[src/rtl/mux_bus_seq.sv]
module mux_bus_seq #(
  parameter int AW  = 16,
  parameter int DW  = 8,
  parameter int TPS = 3,
  parameter int NST = 4
) (
  input  logic          clk,
  input  logic          rst,
  input  logic          req,
  input  logic [1:0]    op,
  input  logic [AW-1:0] addr,
  input  logic [DW-1:0] wdata,
  output logic [AW-DW-1:0] addr_hi,
  output logic [DW-1:0] ad_out,
  output logic          ad_oe,
  input  logic [DW-1:0] ad_in,
  output logic          ale,
  output logic          rd_n,
  output logic          wr_n,
  output logic [DW-1:0] rdata,
  output logic          done
);
  localparam int PW = $clog2(TPS);
  localparam int SW = $clog2(NST);
  localparam int KW = $clog2(TPS*NST);
  localparam logic [KW-1:0] K_ADR_END = KW'(TPS-2);
  localparam logic [KW-1:0] K_RD0     = KW'(TPS-1);
  localparam logic [KW-1:0] K_RD1     = KW'(3*TPS-1);
  localparam logic [KW-1:0] K_WR0     = KW'(TPS/2);
  localparam logic [KW-1:0] K_WR1     = KW'(2*TPS-1);
  localparam logic [KW-1:0] K_LAST    = KW'(TPS*NST-1);

  logic          busy;
  logic [PW-1:0] ph;
  logic [SW-1:0] ts;
  logic [AW-1:0] a_q;
  logic [DW-1:0] w_q;
  logic          wr_q;
  logic [KW-1:0] k;

  assign k = KW'(ts) * KW'(TPS) + KW'(ph);

  always_ff @(posedge clk) begin
    if (rst) begin
      busy  <= 1'b0;
      ph    <= '0;
      ts    <= '0;
      a_q   <= '0;
      w_q   <= '0;
      wr_q  <= 1'b0;
      rdata <= '0;
    end else if (!busy) begin
      if (req) begin
        busy <= 1'b1;
        ph   <= '0;
        ts   <= '0;
        a_q  <= addr;
        w_q  <= wdata;
        wr_q <= (op == 2'b10);
      end
    end else begin
      if (ph == PW'(TPS-1)) begin
        ph <= '0;
        if (ts == SW'(NST-1)) busy <= 1'b0;
        else ts <= ts + 1'b1;
      end else begin
        ph <= ph + 1'b1;
      end
      if (!wr_q && k == K_RD1) rdata <= ad_in;
    end
  end

  assign ale     = busy && (k == '0);
  assign rd_n    = !(busy && !wr_q && k >= K_RD0 && k <= K_RD1);
  assign wr_n    = !(busy &&  wr_q && k >= K_WR0 && k <= K_WR1);
  assign ad_oe   = busy && (wr_q ? (k <= K_RD1) : (k <= K_ADR_END));
  assign ad_out  = !ad_oe ? '0 : (wr_q && k >= K_WR0) ? w_q : a_q[DW-1:0];
  assign addr_hi = busy ? a_q[AW-1:DW] : '0;
  assign done    = busy && (k == K_LAST);

endmodule

[config.mk]
export PLATFORM = sky130hd
export DESIGN_NAME = mux_bus_seq
export DESIGN_NICKNAME = d
export VERILOG_FILES = /design/src/rtl/mux_bus_seq.sv
export SDC_FILE = /design/constraint.sdc
export NUM_CORES = 1
export LEC_CHECK = 0
export ABC_CLOCK_PERIOD_IN_PS = 3600
export BUFFER_PORTS_ARGS = -buffer_cell sky130_fd_sc_hd__buf_2
export CORE_UTILIZATION = 48
export DETAILED_ROUTE_END_ITERATION = 6
export PLACE_DENSITY = 0.74
export REMOVE_ABC_BUFFERS = 1
export SYNTH_ARGS = -nofsm -noshare
export SYNTH_HDL_FRONTEND = slang
export SYNTH_SLANG_ARGS = --single-unit
[constraint.sdc]
create_clock -name clk -period 3.6 [get_ports clk]
set_clock_uncertainty 0.1 [all_clocks]
set_input_delay 0.18 -clock clk [delete_from_list [all_inputs] [get_ports clk]]
set_output_delay 0.18 -clock clk [all_outputs]
set_load 0.1 [all_outputs]
==> flow_metrics.env <==
export IMPL_ys_flop_type="dfxtp_1"
export IMPL_syn_avg_cell_area_um2=8.07
export IMPL_crit_path_end_kind="output pin"
export IMPL_swShare=0.290
export IMPL_grt_setup_unrepaired="false"
export IMPL_synth_top_area_cell="dfxtp_1"
export IMPL_vias=1655
export IMPL_hp_class="in -> reg"
export IMPL_critPathLaunch="ph[1]$_SDFFE_PP0P_"
export IMPL_max_cap_violations=0
export IMPL_power_density_mw_per_mm2=392
export IMPL_finalMaxSlewViolations=0
export IMPL_dp_hpwl_um=2630
export IMPL_grt_pass1_wl_um=6200
export IMPL_grt_pass1_vias=1439
export IMPL_ys_types=32
export IMPL_numPortBuffers=65
export IMPL_combPwrFrac=0.174
export IMPL_syn_to_final_growth_pct=29.3
export IMPL_async_flop_share=0
export IMPL_grt_antenna_before_repair=0
export IMPL_ys_seq_elements=38
export IMPL_core_mm2=0.00344
export IMPL_p_leak_uw=0.00105
export IMPL_drtAntennaViolNets=0
export IMPL_total_power_uw=904
export IMPL_row_count=21
export IMPL_grtUsageTotal=0.200
export IMPL_wirelength_um=3850
export IMPL_crit_fanout=9
export IMPL_nets=318
export IMPL_tightestPinTransition_ns=0.999
export IMPL_rr_worst_depth=6
export IMPL_fmax_mhz=297
export IMPL_root_buffer="clkbuf_8"
export IMPL_clockBufferDepth=2
export IMPL_drc=0
export IMPL_yosys_area_top_type_share=0.427
export IMPL_ctsHtreeMaxLevel=2
export IMPL_num_antenna_cells=0
export IMPL_ir_drop_v=0.000288
export IMPL_hold_depth=3
export IMPL_cts_tree="yes"
export IMPL_post_cts_setup_buffer_count=0
export IMPL_gp_congestion=0.725
export IMPL_min_period_over_period=0.936
export IMPL_start_util=0.518
export IMPL_worstSkewPairLatency_ns=0.29
export IMPL_reg2reg_slack_ns=0.87
export IMPL_synth_area_mm2=0.00178
export IMPL_p_switching_uw=262
export IMPL_clkPwrFrac=0.327
export IMPL_outcome="finished, final reports clean"
export IMPL_syn_inst=221
export IMPL_critPathLaunchType="flip-flop"
export IMPL_ys_warnings_count=0
export IMPL_drtIter0Drc=78
export IMPL_hold_viol=0
export IMPL_routed_via_density=5.12
export IMPL_path_clk_slew_ns=0.07
export IMPL_p_int_uw=642
export IMPL_fillers=314
export IMPL_cp_endpoint="ad_oe"
export IMPL_synth_area_leaders="dfxtp_1 (43%), nand2_1 (11%), a21oi_1 (10%), mux2i_1 (4.5%), nand3_1 (3.1%)"
export IMPL_cts_buffers=5
export IMPL_grt_max_degree=39
export IMPL_crit_type="reg -> out"
export IMPL_finish_utilization=0.670
export IMPL_seq_area_frac_synth=0.427
export IMPL_yosys_cell_count_top_type="nand2_1"
export IMPL_worstPathRequired_ns=3.32
export IMPL_drive_gt1_frac=0.282
export IMPL_die_area_mm2=0.00396
export IMPL_slew_limit_headroom=0.334
export IMPL_dieWidth_um=62.9
export IMPL_grt_overflow=0
export IMPL_clock_sinks=38
export IMPL_period_minus_slack_ns=3.37
export IMPL_synth_edf_count=0
export IMPL_post_place_ws_ns=0.548
export IMPL_io_pins=66
export IMPL_cts_resized=0
export IMPL_reg2reg_from="ph[1]$_SDFFE_PP0P_"
export IMPL_postLayoutSetupSlackWorst_ns=0.231
export IMPL_detail_route_wl_per_cell_um=11.9
export IMPL_power_frac_seq=0.499
export IMPL_cts_hold_buf=0
export IMPL_synthTopCellsByCount="nand2_1 (52), dfxtp_1 (38), a21oi_1 (37)"
export IMPL_arrival_ns=3.09
export IMPL_setup_viol=0
export IMPL_die_h_um=62.9
export IMPL_first_pass_iters=4
export IMPL_r2r_end="rdata[2]$_SDFFE_PP0P_"
==> cell usage in the layout (no fill, tap or decap), types with 2 or more instances in the layout <==
cell type  instances
buf_2             56
nand2_1           52
dfxtp_1           38
a21oi_1           37
nor2_1            12
nand3_1           11
o21ai_0            9
buf_12             9
mux2i_1            8
and2_1             8
clkbuf_8           6
nand3b_1           4
nand2b_1           3
ha_1               3
nor3b_1            2
fa_1               2
==> critical path, stage by stage (launching register included) <==
cell      delay [ns]
dfxtp_1         0.45
fa_1            0.44
ha_1            0.23
fa_1            0.49
nand2b_1        0.23
o32a_1          0.45
inv_1           0.09
buf_2           0.42
==> layer usage <==
| metal | up-vias | global-route usage | wire, um |
|---|---|---|---|
| met5 | - | 0 | 0 |
| met4 | 0 | 0.0785 | 29 |
| met1 | 747 | 0.240 | 1830 |
| met3 | 5 | 0.0803 | 294 |
| met2 | 49 | 0.315 | 1690 |
| li1 | 854 | - | - |
==> registers in the layout (all words and copies together), names as in the netlist <==
signal  flops
busy        1
rdata       8
wr_q        1
a_q        16
w_q         8
ts          2
ph          2
==> power by group through the flow <==
stage               clock, uW  combinational [uW]  sequential (uW)
detailed placement          0                 157              461
global route              322                 169              454
global placement            0                 155              460
finish                    295                 157              451
CTS                       305                 158              451
floorplan                   0                 103              457
==> cell type report <==
class	instances	area [um^2]	area share
Multi-Input combinational cell	164	925	0.401
Sequential cell	38	761	0.330
Timing Repair Buffer	66	468	0.203
Clock buffer	7	86.3	0.0374
Tap cell	46	57.6	0.0250
Clock inverter	1	5.00	0.00217
Inverter	1	3.75	0.00163
==> kinds of logic after synthesis <==
| group | Yosys count | synth area share |
|---|---|---|
| fa+ha+maj | 5 | 0.0435 |
| flops | 38 | 0.427 |
| buf+inv | 19 | 0.0561 |
| compound gates | 50 | 0.154 |
| simple gates | 101 | 0.274 |
| mux | 8 | 0.0449 |
==> through the flow <==
step / cell area [um^2] / hold slack [ns] / TNS, ns / cells
final: 2310 / 0.0233 / 0 / 323
after global routing: 2310 / 0.0220 / 0 / 323
after CTS: 2310 / 0.0114 / 0 / 323
after detailed placement: 2210 / 0.327 / 0 / 315
after global placement: 2210 / 0.320 / 0 / 315
after floorplan: 1690 / 0.149 / -4.82 / 203
==> worst min-delay path by stage <==
stage	from	to	slack, ns
2_1_floorplan	rst	a_q[0]$_SDFFE_PP0P_	0.15
6_report	addr[11]	a_q[11]$_SDFFE_PP0P_	0.02
5_1_grt	wdata[0]	w_q[0]$_SDFFE_PP0P_	0.02
3_3_place_gp	addr[13]	a_q[13]$_SDFFE_PP0P_	0.32
4_1_cts	addr[4]	a_q[4]$_SDFFE_PP0P_	0.01
3_5_place_dp	addr[4]	a_q[4]$_SDFFE_PP0P_	0.33
(Power assumes the default switching activity.)
